File: config.mk
export PLATFORM = sky130hd
export DESIGN_NAME = manchester_rx
export DESIGN_NICKNAME = d
export VERILOG_FILES = /design/src/rtl/mrx_pkg.sv /design/src/rtl/mrx_sync_edge.sv /design/src/rtl/mrx_half_sampler.sv /design/src/rtl/mrx_carrier.sv /design/src/rtl/mrx_framer.sv /design/src/rtl/manchester_rx.sv
export SDC_FILE = /design/constraint.sdc
export NUM_CORES = 1
export LEC_CHECK = 0
export BUFFER_PORTS_ARGS = -buffer_cell sky130_fd_sc_hd__buf_2
export CAP_MARGIN = 20
export CORE_UTILIZATION = 50
export DETAILED_ROUTE_END_ITERATION = 7
export PLACE_DENSITY_LB_ADDON = 0.12
export SYNTH_ARGS = -nofsm -noshare
export SYNTH_HDL_FRONTEND = slang
export SYNTH_SLANG_ARGS = --single-unit
File: constraint.sdc
create_clock -name clk -period 5.1 [get_ports clk]
set_input_delay 1.02 -clock clk [delete_from_list [all_inputs] [get_ports clk]]
set_output_delay 1.02 -clock clk [all_outputs]
set_load 0.02 [all_outputs]
File: src/rtl/mrx_pkg.sv
package mrx_pkg;
  // receiver operating mode
  typedef enum logic {
    RX_HUNT,
    RX_PAYLOAD
  } rx_mode_e;

  // half-bit pair codes, first half in the upper bit
  localparam logic [1:0] PAIR_ONE  = 2'b10;
  localparam logic [1:0] PAIR_ZERO = 2'b01;
  localparam logic [1:0] PAIR_LOW  = 2'b00;
endpackage

File: src/rtl/mrx_sync_edge.sv
module mrx_sync_edge #(
  parameter int CLKS_PER_SAMPLE = 4
) (
  input  logic clk,
  input  logic rst_n,
  input  logic rf_in,
  output logic samp_tick,
  output logic samp_lvl,
  output logic samp_edge
);
  logic [1:0] meta_q;
  logic       lvl_q;

  always_ff @(posedge clk or negedge rst_n) begin
    if (!rst_n) meta_q <= '0;
    else        meta_q <= {meta_q[0], rf_in};
  end

  generate
    if (CLKS_PER_SAMPLE == 1) begin : g_every_clk
      assign samp_tick = 1'b1;
    end else begin : g_divided
      localparam int DW = $clog2(CLKS_PER_SAMPLE);
      localparam logic [DW-1:0] DIV_LAST = DW'(CLKS_PER_SAMPLE - 1);
      logic [DW-1:0] div_q;
      always_ff @(posedge clk or negedge rst_n) begin
        if (!rst_n)                div_q <= '0;
        else if (div_q == DIV_LAST) div_q <= '0;
        else                       div_q <= div_q + 1'b1;
      end
      assign samp_tick = (div_q == DIV_LAST);
    end
  endgenerate

  always_ff @(posedge clk or negedge rst_n) begin
    if (!rst_n)         lvl_q <= 1'b0;
    else if (samp_tick) lvl_q <= meta_q[1];
  end

  assign samp_lvl  = meta_q[1];
  assign samp_edge = samp_tick && (meta_q[1] != lvl_q);
endmodule

File: src/rtl/mrx_half_sampler.sv
module mrx_half_sampler #(
  parameter int OVS = 8
) (
  input  logic clk,
  input  logic rst_n,
  input  logic samp_tick,
  input  logic samp_lvl,
  input  logic samp_edge,
  output logic half_stb,
  output logic half_lvl
);
  localparam int CW = (OVS > 2) ? $clog2(OVS) : 1;
  localparam logic [CW-1:0] IDX_LAST = CW'(OVS - 1);
  localparam logic [CW-1:0] IDX_MID  = CW'(OVS / 2);

  logic [CW-1:0] idx_q;
  logic [CW-1:0] idx_now;

  // every transition restarts the half-bit phase at sample zero
  always_comb begin
    if (samp_edge)              idx_now = '0;
    else if (idx_q == IDX_LAST) idx_now = '0;
    else                        idx_now = idx_q + 1'b1;
  end

  always_ff @(posedge clk or negedge rst_n) begin
    if (!rst_n)         idx_q <= IDX_LAST;
    else if (samp_tick) idx_q <= idx_now;
  end

  assign half_stb = samp_tick && (idx_now == IDX_MID);
  assign half_lvl = samp_lvl;
endmodule

File: src/rtl/mrx_carrier.sv
module mrx_carrier #(
  parameter int WIN_SAMPLES   = 32,
  parameter int QUIET_SAMPLES = 96
) (
  input  logic clk,
  input  logic rst_n,
  input  logic samp_tick,
  input  logic samp_edge,
  output logic chan_busy
);
  localparam int GW = $clog2(QUIET_SAMPLES + 1);
  localparam logic [GW-1:0] GAP_SAT = GW'(QUIET_SAMPLES);
  localparam logic [GW-1:0] GAP_WIN = GW'(WIN_SAMPLES);

  logic [GW-1:0] gap_q;
  logic          busy_q;

  always_ff @(posedge clk or negedge rst_n) begin
    if (!rst_n) begin
      gap_q  <= GAP_SAT;
      busy_q <= 1'b0;
    end else if (samp_tick) begin
      if (samp_edge) begin
        if (gap_q < GAP_WIN) busy_q <= 1'b1;
        gap_q <= '0;
      end else if (gap_q != GAP_SAT) begin
        gap_q <= gap_q + 1'b1;
        if (gap_q == GAP_SAT - 1'b1) busy_q <= 1'b0;
      end
    end
  end

  assign chan_busy = busy_q;
endmodule

File: src/rtl/mrx_framer.sv
module mrx_framer
  import mrx_pkg::*;
#(
  parameter int BYTE_W   = 8,
  parameter int PRE_BITS = 4
) (
  input  logic              clk,
  input  logic              rst_n,
  input  logic              half_stb,
  input  logic              half_lvl,
  input  logic              out_ready,
  output logic              out_valid,
  output logic [BYTE_W-1:0] out_data,
  output logic              frame_end
);
  localparam int SYNC_W = 2 * PRE_BITS + 2;
  localparam logic [SYNC_W-1:0] SYNC_WORD = {{PRE_BITS{PAIR_ONE}}, 2'b11};
  localparam int BCW = (BYTE_W > 2) ? $clog2(BYTE_W) : 1;
  localparam logic [BCW-1:0] BIT_LAST = BCW'(BYTE_W - 1);

  rx_mode_e          mode_q;
  logic [SYNC_W-1:0] hunt_q;
  logic              phase_q;
  logic              first_q;
  logic [BCW-1:0]    bit_cnt_q;
  logic [BYTE_W-1:0] asm_q;
  logic              valid_q;
  logic [BYTE_W-1:0] data_q;
  logic              fend_q;

  logic [SYNC_W-1:0] hunt_next;
  logic [1:0]        pair;
  logic              pair_done;
  logic              data_pair;
  logic [BYTE_W-1:0] asm_next;
  logic              byte_done;
  logic              take;
  logic              load;

  assign hunt_next = {hunt_q[SYNC_W-2:0], half_lvl};
  assign pair      = {first_q, half_lvl};
  assign pair_done = half_stb && (mode_q == RX_PAYLOAD) && phase_q;
  assign data_pair = (pair == PAIR_ONE) || (pair == PAIR_ZERO);
  assign asm_next  = {first_q, asm_q[BYTE_W-1:1]};
  assign byte_done = pair_done && data_pair && (bit_cnt_q == BIT_LAST);
  assign take      = valid_q && out_ready;
  assign load      = byte_done && (!valid_q || out_ready);

  always_ff @(posedge clk or negedge rst_n) begin
    if (!rst_n) begin
      mode_q    <= RX_HUNT;
      hunt_q    <= '0;
      phase_q   <= 1'b0;
      first_q   <= 1'b0;
      bit_cnt_q <= '0;
      asm_q     <= '0;
      fend_q    <= 1'b0;
    end else begin
      fend_q <= 1'b0;
      if (half_stb) begin
        unique case (mode_q)
          RX_HUNT: begin
            hunt_q <= hunt_next;
            if (hunt_next == SYNC_WORD) begin
              mode_q    <= RX_PAYLOAD;
              phase_q   <= 1'b0;
              bit_cnt_q <= '0;
            end
          end
          RX_PAYLOAD: begin
            if (!phase_q) begin
              first_q <= half_lvl;
              phase_q <= 1'b1;
            end else begin
              phase_q <= 1'b0;
              if (data_pair) begin
                asm_q     <= asm_next;
                bit_cnt_q <= (bit_cnt_q == BIT_LAST) ? '0 : bit_cnt_q + 1'b1;
              end else begin
                // either violation leaves the frame; only the low one closes it
                fend_q <= (pair == PAIR_LOW);
                mode_q <= RX_HUNT;
                hunt_q <= '0;
              end
            end
          end
          default: mode_q <= RX_HUNT;
        endcase
      end
    end
  end

  always_ff @(posedge clk or negedge rst_n) begin
    if (!rst_n) begin
      valid_q <= 1'b0;
      data_q  <= '0;
    end else if (load) begin
      valid_q <= 1'b1;
      data_q  <= asm_next;
    end else if (take) begin
      valid_q <= 1'b0;
    end
  end

  assign out_valid = valid_q;
  assign out_data  = data_q;
  assign frame_end = fend_q;
endmodule

File: src/rtl/manchester_rx.sv
module manchester_rx #(
  parameter int BYTE_W          = 8,
  parameter int OVS             = 8,
  parameter int CLKS_PER_SAMPLE = 4,
  parameter int PRE_BITS        = 4,
  parameter int QUIET_SAMPLES   = 96
) (
  input  logic              clk,
  input  logic              rst_n,
  input  logic              rf_in,
  output logic              out_valid,
  input  logic              out_ready,
  output logic [BYTE_W-1:0] out_data,
  output logic              frame_end,
  output logic              chan_busy
);
  localparam int WIN_SAMPLES = 4 * OVS;

  logic samp_tick;
  logic samp_lvl;
  logic samp_edge;
  logic half_stb;
  logic half_lvl;

  mrx_sync_edge #(.CLKS_PER_SAMPLE(CLKS_PER_SAMPLE)) u_sync (
    .clk       (clk),
    .rst_n     (rst_n),
    .rf_in     (rf_in),
    .samp_tick (samp_tick),
    .samp_lvl  (samp_lvl),
    .samp_edge (samp_edge)
  );

  mrx_half_sampler #(.OVS(OVS)) u_half (
    .clk       (clk),
    .rst_n     (rst_n),
    .samp_tick (samp_tick),
    .samp_lvl  (samp_lvl),
    .samp_edge (samp_edge),
    .half_stb  (half_stb),
    .half_lvl  (half_lvl)
  );

  mrx_carrier #(.WIN_SAMPLES(WIN_SAMPLES), .QUIET_SAMPLES(QUIET_SAMPLES)) u_carrier (
    .clk       (clk),
    .rst_n     (rst_n),
    .samp_tick (samp_tick),
    .samp_edge (samp_edge),
    .chan_busy (chan_busy)
  );

  mrx_framer #(.BYTE_W(BYTE_W), .PRE_BITS(PRE_BITS)) u_framer (
    .clk       (clk),
    .rst_n     (rst_n),
    .half_stb  (half_stb),
    .half_lvl  (half_lvl),
    .out_ready (out_ready),
    .out_valid (out_valid),
    .out_data  (out_data),
    .frame_end (frame_end)
  );
endmodule

# Word-level counts from Yosys, hierarchy flattened
# Cells that the tools add are included.
# Widths: inputs -> output; s select.
classes:
  n_mux: 30
  magnitude_cmp: 1
  eq_ne: 15
  n_reduce_logical: 22
  addsub: 4
  n_bitwise: 2
ops:
  columns: ["op", "n"]
  rows:
  - ["$mux 3", 6]
  - ["$mux 9", 2]
  - ["$pmux 9 s2", 1]
  - ["$mux 1", 15]
  - ["$mux 7", 2]
  - ["$reduce_and 4->1", 3]
  - ["$eq 10x10->1 const B", 1]
  - ["$eq 3x3->1 const B", 3]
  - ["$logic_and 1x1->1", 8]
  - ["$add 7x1->7 const B", 1]
  - ["$eq 7x7->1 const B", 1]
  - ["$lt 7x6->1 const B", 1]
  - ["$ne 7x7->1 const B", 1]
  - ["$add 3x1->3 const B", 2]
  - ["$ne 2x2->1 const B", 3]
  - ["$pmux 3 s2", 1]
  - ["$reduce_and 3->1", 2]
  - ["$reduce_bool 2->1", 3]
  - ["$eq 2x2->1 const B", 2]
  - ["$ne 2x1->1 const B", 2]
  - ["$pmux 1 s2", 2]
  - ["$reduce_and 2->1", 2]
  - ["$add 2x1->2 const B", 1]
  - ["$eq 2x1->1 const B", 1]
  - ["6 further kinds", 8]
totals:
  word_cells: 89
  reg_bits: 49
  output_inout_bits: 11
  input_bits: 4

# Depth between registers and ports, before layout
# Gate-level depths: netlist of the first run.
logic_depth:
  ltp_word: 11
  mapped_depth: 7
  depth_no_buf: 6

# By module
# Synthesis of the first run repeated with hierarchy kept, for this count alone.
unflattened:
  hier_cells: 190
  area_unflattened_um2: 2214.6
modules_own_cells:
  columns: ["module", "cells_each", "area_each_um2", "instances", "seq_area_each_um2"]
  rows:
  - ["mrx_framer", 112, 1331.3, 1, 800.8]
  - ["mrx_carrier", 50, 519.2, 1, 202.7]
  - ["mrx_sync_edge", 11, 183.9, 1, 125.1]
  - ["mrx_half_sampler", 17, 180.2, 1, 78.8]

# Worst setup path before layout of the first run
# Ideal clock, no wire load.
synth_path:
  kind: "reg-to-reg"
  startpoint: "reg u_sync.meta_q[1]"
  endpoint: "reg u_framer.data_q[0] (netlist: u_framer.out_data[0])"
  n_path_buf: 0
  path_stages_with_launch: 7
  path_slack_ns: 3.092
  setup_time_ns: 0.125
  arrival_time_ns: 1.883
  t_required_ns: 4.975
  path_cell_list: "dfrtp_1 inv_1 ha_1 and3_1 nand3_1 nor3_4 mux2_2"
synth_between:
  elab_chain_len: 10
  elab_cells_between_ends: 13
  cone_classes: "eq/ne (4); mux (1); reduce/logical (8)"
synth_lines:
  columns: ["element", "line_no", "rtl"]
  rows:
  - ["start: declaration", "mrx_sync_edge.sv:11", "logic [1:0] meta_q;"]
  - ["start signal: assignment", "mrx_sync_edge.sv:16", "else meta_q <= {meta_q[0], rf_in};"]
  - ["$ne 1x1->1", "mrx_sync_edge.sv:41", "assign samp_edge = samp_tick && (meta_q[1] != lvl_q);"]
  - ["$logic_and 1x1->1", "mrx_sync_edge.sv:41", null]
  - ["$mux 3", "mrx_half_sampler.sv:21", "if (samp_edge) idx_now = '0;"]
  - ["$eq 3x3->1", "mrx_half_sampler.sv:31", "assign half_stb = samp_tick && (idx_now == IDX_MID);"]
  - ["$logic_and 1x1->1", "mrx_half_sampler.sv:31", null]
  - ["$logic_and 1x1->1 (2 in series)", "mrx_framer.sv:42", "assign pair_done = half_stb && (mode_q == RX_PAYLOAD) && phase_q;"]
  - ["$logic_and 1x1->1 (*) (2 in series)", "mrx_framer.sv:45", "assign byte_done = pair_done && data_pair && (bit_cnt_q == BIT_LAST);"]
  - ["$logic_and 1x1->1 (*)", "mrx_framer.sv:47", "assign load = byte_done && (!valid_q || out_ready);"]
  - ["end signal: assignment", "mrx_framer.sv:99", "data_q <= asm_next;"]
  - ["end: declaration", "mrx_framer.sv:28", "logic [BYTE_W-1:0] data_q;"]
# Mark *: on every way between the ends. The rest lies on a longest branch, timed or not.
# A chain may end at the register's enable or synchronous reset.

# Final worst setup path of the first run
# Same ends and word-level chain as after synthesis.

==> results of run 1 <==
[stage by stage]
step / hold WS (ps) / power (mW) / instances / cell area (sq um) / setup WS (ps)
after detailed placement: 337 / 0.452 / 228 / 2230 / 2870
after CTS: 357 / 0.726 / 236 / 2340 / 2850
after floorplan: 331 / 0.436 / 169 / 2120 / 3090
after global placement: 337 / 0.451 / 228 / 2230 / 2950
after global routing: 374 / 0.756 / 237 / 2360 / 2680
final: 355 / 0.718 / 237 / 2360 / 2890
[worst max-delay path by stage]
stage / startpoint / endpoint / slack, ps / cells after the start
2_1_floorplan: u_sync.meta_q[1] / u_framer.out_data[0] / 3090 / 6
3_3_place_gp: u_sync.meta_q[1] / u_framer.out_data[1] / 2950 / 6
3_5_place_dp: u_sync.meta_q[1] / u_framer.out_data[3] / 2870 / 6
4_1_cts: u_sync.meta_q[1] / u_framer.out_data[3] / 2850 / 6
5_1_grt: u_sync.g_divided.div_q[0] / u_framer.out_data[6] / 2680 / 5
6_report: u_sync.meta_q[1] / u_framer.out_data[0] / 2890 / 6
[synthesized netlist by cell type, types with 2 or more instances]
master,n,share of area (%)
o21ai_0,15,3.5
a22o_1,11,4.5
o2bb2ai_1,3,1.2
nand2b_1,4,1.2
buf_2,2,0.47
ha_1,8,4.7
o21bai_1,2,0.71
nor2_1,4,0.71
a21oi_1,2,0.47
mux2_2,16,8.5
nand2_1,8,1.4
a21o_1,2,0.71
xor2_1,2,0.83
nand3_1,5,1.2
dfstp_2,5,6.2
nor3_1,2,0.47
nand4_1,2,0.59
dfrtp_1,43,51
and3_1,3,0.88
inv_1,8,1.4
mux2i_1,2,0.94
[worst reg2reg max path, stage by stage, from the launching register on]
cell and delay [ps]:
dfrtp_1 520, inv_1 110, ha_1 300, and3_1 160
nand3_1 200, nor3_4 430, mux2_2 390
[where the power goes]
group / internal, mW / leakage (nW) / total, mW / switching, mW
Clock: 0.148 / 0.0548 / 0.272 / 0.125
Sequential: 0.393 / 0.634 / 0.403 / 0.00946
Combinational: 0.0177 / 0.477 / 0.0430 / 0.0253
[registers in the layout (all words and copies together), names as in the netlist, 2 cells and up]
register / flops
u_carrier.gap_q: 7
u_framer.asm_q: 7
u_framer.bit_cnt_q: 3
u_framer.hunt_q: 9
u_framer.out_data: 8
u_half.idx_q: 3
u_sync.g_divided.div_q: 2
u_sync.meta_q: 2
[metal layers]
| layer | vias to the layer above | track usage, % | share of wire (%) |
|---|---|---|---|
| met5 | - | 0 | 0 |
| met4 | 0 | 6.38 | 1.5 |
| met3 | 5 | 5.91 | 3.0 |
| met2 | 23 | 28.4 | 48 |
| met1 | 622 | 22.5 | 47 |
| li1 | 644 | - | - |
[layout make-up]
class / instances / area, sq um / area share, %
clock buffers: 5 / 68.8 / 2.91
inverters: 8 / 30.0 / 1.27
clock inverters: 3 / 46.3 / 1.96
flip-flops and latches: 48 / 1210 / 51.1
repair buffers: 15 / 90.1 / 3.81
multi-input cells: 108 / 860 / 36.3
well taps: 50 / 62.6 / 2.65
[cell families after synthesis]
logic type | Yosys count | share of synthesized area [%]
compound gates | 39 | 12.7
mux | 18 | 9.43
buf+inv | 13 | 2.65
fa+ha+maj | 8 | 4.71
xor+xnor | 3 | 2.12
simple gates | 40 | 11.6
flops | 48 | 56.9
==> results.py, run 1 <==
metrics = {
    "run_status": {
        "status": "completed",
    },
    "critical_path": {
        "worstSetupPathType": "reg2reg",
        "start_kind": "register",
        "path_cells": "inv_1 -> ha_1 -> and3_1 -> nand3_1 -> nor3_4 -> mux2_2",
        "rr_startpoint": "u_sync.meta_q[1]",
        "path_delay_family": "simple AND/OR/NAND/NOR gates",
        "regToRegSetupSlack_ps": 2890,
        "max_stage_delay_ps": 520,
        "r2r-end": "u_framer.out_data[0]",
        "crit_fanout": 8,
        "r2r_cells": 6,
        "path_buf_inv": 1,
        "cp.arrival_ps": 2390,
        "critPathSlowestCell": "dfrtp_1",
        "endpoint_kind": "register",
        "crit_required_ps": 5290,
    },
    "routing": {
        "drtIter0Drc": 45,
        "first_pass_iters": 4,
        "wl_per_cell_um": 13.9,
        "drt-total-wl_um": 3310,
        "dr_total_vias": 1294,
        "viasPerCell": 5.46,
        "drc": 0,
        "drtAntennaViolNets": 0,
    },
    "synthesis": {
        "synth.cell_area_sq_um": 2120,
        "syn_avg_cell_area_sq_um": 12.6,
        "synthCells": 169,
        "async_reset_ff_share_pct": 100,
        "ys.flop_type": "dfrtp_1",
        "ys_seq_area_share_pct": 56.9,
        "syn-num-nets": 181,
        "yosysWarnings": 0,
        "synth-seq-cells": 48,
        "ys_types": 41,
        "synth_edf_count": 0,
    },
    "global_routing": {
        "overflow": 0,
        "first_global_vias": 1280,
        "antenna_found_initial": 0,
        "grt_use_total_pct": 17.8,
        "grt_pass1_wl_um": 5830,
        "grt_max_degree": 49,
    },
    "placement": {
        "io_buffers": 14,
        "dp_hpwl_um": 2360,
        "place_congestion": 0.739,
    },
    "clock_network": {
        "tritoncts": "done",
        "cts_buffer_depth": 2,
        "hold_buffers": 0,
        "clk_latency_ps": 290,
        "clkTransAtPathRegs_ps": 90,
        "cts_buffers": 5,
        "root_buffer": "clkbuf_8",
        "htreeDepth": 2,
        "clock-sinks": 48,
        "cts.repair.resized": 0,
        "post_cts_buffers": 0,
    },
    "timing": {
        "skew_ps": 5.03,
        "period_minus_slack_ps": 2210,
        "post-route-period-util_pct": 43.3,
        "rsz0062_at_grt": "false",
        "setup-tns-final_ps": 0,
        "slew_headroom_pct": 66.1,
        "worstMarginPinSlew_ps": 506,
        "setup_viol": 0,
        "fmax_mhz": 453,
        "slew_viol_final": 0,
        "finalHoldViolations": 0,
    },
    "floorplan": {
        "die_y_um": 67.2,
        "coreArea_sq_um": 4030,
        "die_w_um": 67.2,
        "initial_core_util_pct": 52.7,
        "dieArea_sq_um": 4510,
        "pin_count": 15,
        "rows": 23,
    },
    "layout": {
        "fin_util_pct": 58.7,
        "area_growth_syn_to_layout_pct": 11.4,
        "insertedDiodeCount": 0,
        "nets": 198,
        "final_cell_mix": "dfrtp_1, mux2_2, o21ai_0",
        "final_layout_size_suffix_gt1_share_pct": 27.3,
        "nFillCells": 356,
        "final_common_cell": "dfrtp_1",
    },
    "pwr": {
        "ir_drop_mv": 0.166,
        "cellPowerDensity_nw_per_um2": 304,
        "power.leakage_nw": 1.17,
    },
    "min_path": {
        "min-delay-start": "u_sync.meta_q[0]",
        "min_to": "u_sync.meta_q[1]",
        "hold_class": "reg2reg",
        "hold_depth": 0,
    },
    "job": {
        "drv_cap": 0,
    },
}
Note: power is estimated with default switching activity, not from simulation.
==> run 2: changes to the inputs <==
==> constraint.sdc (replaced) <==
create_clock -name clk -period 2.05 [get_ports clk]
set_input_delay 0.41 -clock clk [delete_from_list [all_inputs] [get_ports clk]]
set_output_delay 0.41 -clock clk [all_outputs]
set_load 0.02 [all_outputs]
==> results.py, run 2 (synthesis gave the netlist of run 1 again) <==
metrics = {
    "critical_path": {
        "path_cells": "ha_1 -> and2b_1 -> nand3_2 -> nor3_4 -> buf_12 -> mux2_2",
        "critPathSlowestCell": "dfstp_2",
        "cp.arrival_ps": 2140,
        "crit_fanout": 8,
        "endpoint_kind": "register",
        "crit_required_ps": 2230,
        "start_kind": "register",
        "max_stage_delay_ps": 550,
        "worstSetupPathType": "reg2reg",
    },
    "pwr": {
        "power.leakage_nw": 1.20,
        "ir_drop_mv": 0.469,
        "cellPowerDensity_nw_per_um2": 784,
        "total_power_mw": 1.91,
    },
    "routing": {
        "dr_total_vias": 1346,
        "drt-total-wl_um": 3630,
        "first_pass_iters": 4,
        "viasPerCell": 5.54,
        "drc": 0,
        "drtIter0Drc": 34,
        "wl_per_cell_um": 14.9,
        "drtAntennaViolNets": 0,
    },
    "min_path": {
        "hold_class": "in2async",
    },
    "placement": {
        "dp_hpwl_um": 2670,
        "dp.cells": 235,
        "io_buffers": 14,
        "place_congestion": 0.794,
    },
    "timing": {
        "slew_headroom_pct": 53.8,
        "post-route-period-util_pct": 95.2,
        "setup_viol": 0,
        "worstMarginPinSlew_ps": 693,
        "setup-tns-final_ps": 0,
        "finalHoldViolations": 0,
        "hold_ws_ps": 149,
        "period_minus_slack_ps": 1950,
        "skew_ps": 10.1,
        "rsz0062_at_grt": "false",
        "slew_viol_final": 0,
        "fmax_mhz": 512,
    },
    "clock_network": {
        "htreeDepth": 2,
        "root_buffer": "clkbuf_8",
        "cts_buffer_depth": 2,
        "clock-sinks": 48,
        "clkTransAtPathRegs_ps": 90,
        "hold_buffers": 0,
        "clk_latency_ps": 300,
        "tritoncts": "done",
        "cts_buffers": 5,
    },
    "layout": {
        "nFillCells": 327,
        "largest_reg_flops": 9,
        "multiInputGateArea_sq_um": 867,
        "top_register": "u_framer.hunt_q",
        "final_common_cell": "dfrtp_1",
        "final_layout_size_suffix_gt1_share_pct": 30.1,
        "instances_no_fill": 243,
        "regArea_sq_um": 1210,
        "final_cell_mix": "dfrtp_1, mux2_2, o21ai_0",
        "area_growth_syn_to_layout_pct": 14.7,
        "insertedDiodeCount": 0,
        "nets": 204,
    },
    "floorplan": {
        "die_w_um": 67.2,
        "pin_count": 15,
        "rows": 23,
        "dieArea_sq_um": 4510,
        "initial_core_util_pct": 52.7,
        "die_y_um": 67.2,
        "coreArea_sq_um": 4030,
    },
    "global_routing": {
        "grt_pass1_wl_um": 6020,
        "first_global_vias": 1318,
        "overflow": 0,
        "grt_use_total_pct": 18.6,
        "antenna_found_initial": 0,
        "grt_max_degree": 34,
    },
    "run_status": {
        "status": "completed",
    },
    "job": {
        "drv_cap": 0,
    },
}
## run 2: changes by cell type in the layout (fill, tap and decap cells not counted)
cell / previous run / this run
buf_4: 0 / 6
bufinv_16: 1 / 2
clkbuf_1: 0 / 1
clkinvlp_4: 1 / 0
inv_6: 1 / 0
nand3_1: 5 / 4
nand3_2: 0 / 1
nor2_1: 4 / 3
nor2_2: 1 / 2
## run 2: report_power, final
part / internal, mW / total (mW) / switching [mW] / leakage [nW]
Combinational: 0.0448 / 0.116 / 0.0710 / 0.505
Sequential: 0.978 / 1.00 / 0.0215 / 0.634
Clock: 0.487 / 0.793 / 0.305 / 0.0654
Total: 1.51 / 1.91 / 0.398 / 1.20
## run 2: critical path: cells and delay by family (launching register included)
family,cells,cell delay (ps)
and+or+nand+nor,3,580
DFF,1,550
muxes,1,340
adders and majority gates,1,230
buffers and inverters,1,140
## run 2: per-layer routing
| metal | GRT usage (%) | share of wire (%) | up-vias | wire length [um] |
|---|---|---|---|---|
| li1 | - | - | 653 | - |
| met1 | 23.8 | 47 | 667 | 1690 |
| met2 | 30.0 | 49 | 21 | 1780 |
| met3 | 6.08 | 3.1 | 5 | 114 |
| met4 | 5.85 | 1.2 | 0 | 42 |
| met5 | 0 | 0 | - | 0 |
## run 2: per-stage QoR
step,instance area [sq um],utilization [%],worst slack [ps]
floorplan,2120,-,42.1
global placement,2290,57.0,93.8
detailed placement,2290,57.0,48.3
CTS,2430,60.2,33.7
global route,2430,60.4,7.85
finish,2430,60.4,97.6
## run 2: final cells by class
type	count	area share, %
flip-flops and latches	48	49.6
multi-input cells	108	35.6
repair buffers	21	5.55
clock buffers	6	2.98
well taps	50	2.57
clock inverters	2	2.47
inverters	8	1.23
## run 2: path summary, 6_finish.rpt
path / startpoint / endpoint / slack (ps) / depth (start not counted)
min in group clk: rf_in / u_sync.meta_q[0] / 220 / 1
hold / removal: rst_n / u_framer.out_data[7] / 150 / 1
hold reg to reg: u_sync.meta_q[0] / u_sync.meta_q[1] / 350 / 0
setup / recovery: u_half.idx_q[0] / u_framer.out_data[4] / 100 / 6
max in group asynchronous: rst_n / u_framer.out_data[1] / 1310 / 2
setup reg to reg: u_half.idx_q[0] / u_framer.out_data[4] / 100 / 6
## run 2: repair_timing
action	CTS	global route
resized for setup	0	2
setup endpoints to repair	0	14
buffers inserted	0	0
hold endpoints to repair	0	0
==> run 3: changes to the inputs <==
--- a/config.mk
+++ b/config.mk
@@ -12,4 +12,5 @@
 export PLACE_DENSITY_LB_ADDON = 0.12
 export SYNTH_ARGS = -nofsm -noshare
 export SYNTH_HDL_FRONTEND = slang
+export SYNTH_HIERARCHICAL = 1
 export SYNTH_SLANG_ARGS = --single-unit
==> results.py, run 3 <==
metrics = {
    "floorplan": {
        "initial_core_util_pct": 53.8,
        "die_w_um": 68.6,
        "rows": 23,
        "pin_count": 15,
        "die_y_um": 68.6,
        "coreArea_sq_um": 4120,
        "dieArea_sq_um": 4700,
    },
    "timing": {
        "rsz0062_at_grt": "false",
        "post-route-period-util_pct": 96.9,
        "finalHoldViolations": 0,
        "worstMarginPinSlew_ps": 582,
        "slew_headroom_pct": 61.2,
        "slew_viol_final": 0,
        "setup_viol": 0,
        "fmax_mhz": 503,
        "skew_ps": 5.74,
        "setup_ws_ps": 63.5,
        "setup-tns-final_ps": 0,
        "period_minus_slack_ps": 1990,
    },
    "critical_path": {
        "cp.arrival_ps": 2170,
        "endpoint_kind": "register",
        "r2r-end": "u_framer/out_data[6]",
        "regToRegSetupSlack_ps": 60,
        "rr_startpoint": "u_half/idx_q[0]",
        "critPathSlowestCell": "dfstp_2",
        "crit_required_ps": 2230,
        "max_stage_delay_ps": 560,
        "crit_start": "u_half/idx_q[0]",
        "crit_fanout": 8,
        "path_cells": "ha_1 -> nand2b_1 -> a21oi_2 -> and4_1 -> nand3_4 -> mux2_2",
        "r2r_cells": 6,
        "worstSetupPathType": "reg2reg",
        "start_kind": "register",
    },
    "placement": {
        "io_buffers": 14,
        "place_congestion": 0.774,
        "dp_hpwl_um": 2700,
        "place_area_sq_um": 2390,
        "pre_cts_ws_ps": -4.98,
    },
    "global_routing": {
        "first_global_vias": 1477,
        "grt_use_total_pct": 19.4,
        "overflow": 0,
        "grt_max_degree": 26,
        "antenna_found_initial": 0,
        "grt_pass1_wl_um": 6590,
    },
    "routing": {
        "drtAntennaViolNets": 0,
        "drt-total-wl_um": 3780,
        "dr_total_vias": 1464,
        "first_pass_iters": 4,
        "wl_per_cell_um": 14.3,
        "drc": 0,
        "drtIter0Drc": 101,
        "viasPerCell": 5.55,
    },
    "layout": {
        "insertedDiodeCount": 0,
        "top_register": "u_framer/hunt_q",
        "largest_reg_flops": 9,
        "final_cell_mix": "dfrtp_1, nand2_1, buf_2",
        "final_layout_size_suffix_gt1_share_pct": 26.6,
        "nFillCells": 323,
        "area_growth_syn_to_layout_pct": 13.3,
        "final_common_cell": "dfrtp_1",
        "postLayoutCellArea_sq_um": 2510,
        "nets": 226,
    },
    "pwr": {
        "power.leakage_nw": 1.26,
        "total_power_mw": 1.76,
        "ir_drop_mv": 0.515,
        "cellPowerDensity_nw_per_um2": 703,
    },
    "min_path": {
        "hold_class": "in2async",
    },
    "synthesis": {
        "synth_edf_count": 0,
        "ys_seq_area_share_pct": 54.5,
        "synth_area_leader_cell": "dfrtp_1",
        "ys_types": 45,
        "synth.cell_area_sq_um": 2210,
        "synth.top_cell.area_share_pct": 48.6,
        "syn-num-nets": 203,
        "ys.flop_type": "dfrtp_1",
        "synth_most_common_cell": "dfrtp_1",
        "synthCells": 190,
        "synth_common_cells": "dfrtp_1, nand2_1, inv_1",
        "async_reset_ff_share_pct": 100,
        "syn_avg_cell_area_sq_um": 11.7,
        "yosysWarnings": 6,
        "synth.area.top_cells": "dfrtp_1, dfstp_2, ha_1",
        "synth-seq-cells": 48,
    },
    "clock_network": {
        "cts_buffer_depth": 2,
        "htreeDepth": 2,
        "cts_buffers": 5,
        "root_buffer": "clkbuf_8",
        "clock-sinks": 48,
        "clk_latency_ps": 290,
        "clkTransAtPathRegs_ps": 80,
        "tritoncts": "done",
    },
    "run_status": {
        "status": "completed",
    },
    "job": {
        "drv_cap": 0,
    },
}
[run 3: cell type report]
cell class	instances	area, sq um	area share, %
clock buffer	6	82.6	3.29
timing repair buffer	22	143	5.69
inverter	12	45.0	1.80
multi-input combinational	124	958	38.2
clock inverter	2	10.0	0.399
tap	50	62.6	2.49
sequential	48	1210	48.1
[run 3: worst max-delay path by stage]
stage                                       end  slack [ps]  depth (start not counted)
final                      u_framer/out_data[6]          60                          6
after global routing       u_framer/out_data[6]           1                          7
after CTS                  u_framer/out_data[6]          10                          6
after detailed placement  u_framer/bit_cnt_q[0]          -5                          7
after global placement    u_framer/bit_cnt_q[0]          70                          7
after floorplan            u_framer/out_data[0]           5                          9
[run 3: where the power goes]
group	total, mW	leakage [nW]	switching (mW)	internal, mW
clock	0.571	0.0510	0.302	0.270
combinational	0.143	0.582	0.0726	0.0700
sequential	1.05	0.631	0.0505	0.998
[run 3: layer usage]
metal | track usage [%] | share of wire, %
met1 | 23.9 | 47
met4 | 8.33 | 1.3
met2 | 32.8 | 49
met3 | 3.95 | 3.0
met5 | 0 | 0
[run 3: cell families after synthesis]
kind of cell	synth area share, %
XOR/XNOR	0.396
adder cells (fa/ha/maj)	5.08
multiplexers	7.29
AO/OA/AOI/OAI	11.2
flip-flops	54.5
buffers and inverters	3.90
AND/OR/NAND/NOR	17.6
[run 3: critical path, delay by kind of cell (launching register included)]
| family | cells | cell delay (ps) |
|---|---|---|
| and+or+nand+nor | 3 | 600 |
| DFF | 1 | 560 |
| muxes | 1 | 310 |
| adders and majority gates | 1 | 240 |
| AOI/OAI and AO/OA | 1 | 160 |
[run 3: timing repair]
item                       CTS  global route
pin swaps                    0             2
resized for setup            2             2
setup endpoints to repair    2            11
hold buffers                 0             0
setup buffers                0             0
[run 3: metrics by stage]
step / hold WS (ps) / instances / utilization, %
finish: 105 / 264 / 61.0
global route: 138 / 264 / 61.0
CTS: 117 / 264 / 60.7
detailed placement: 338 / 256 / 58.1
global placement: 337 / 256 / 58.1
floorplan: 114 / 190 / -
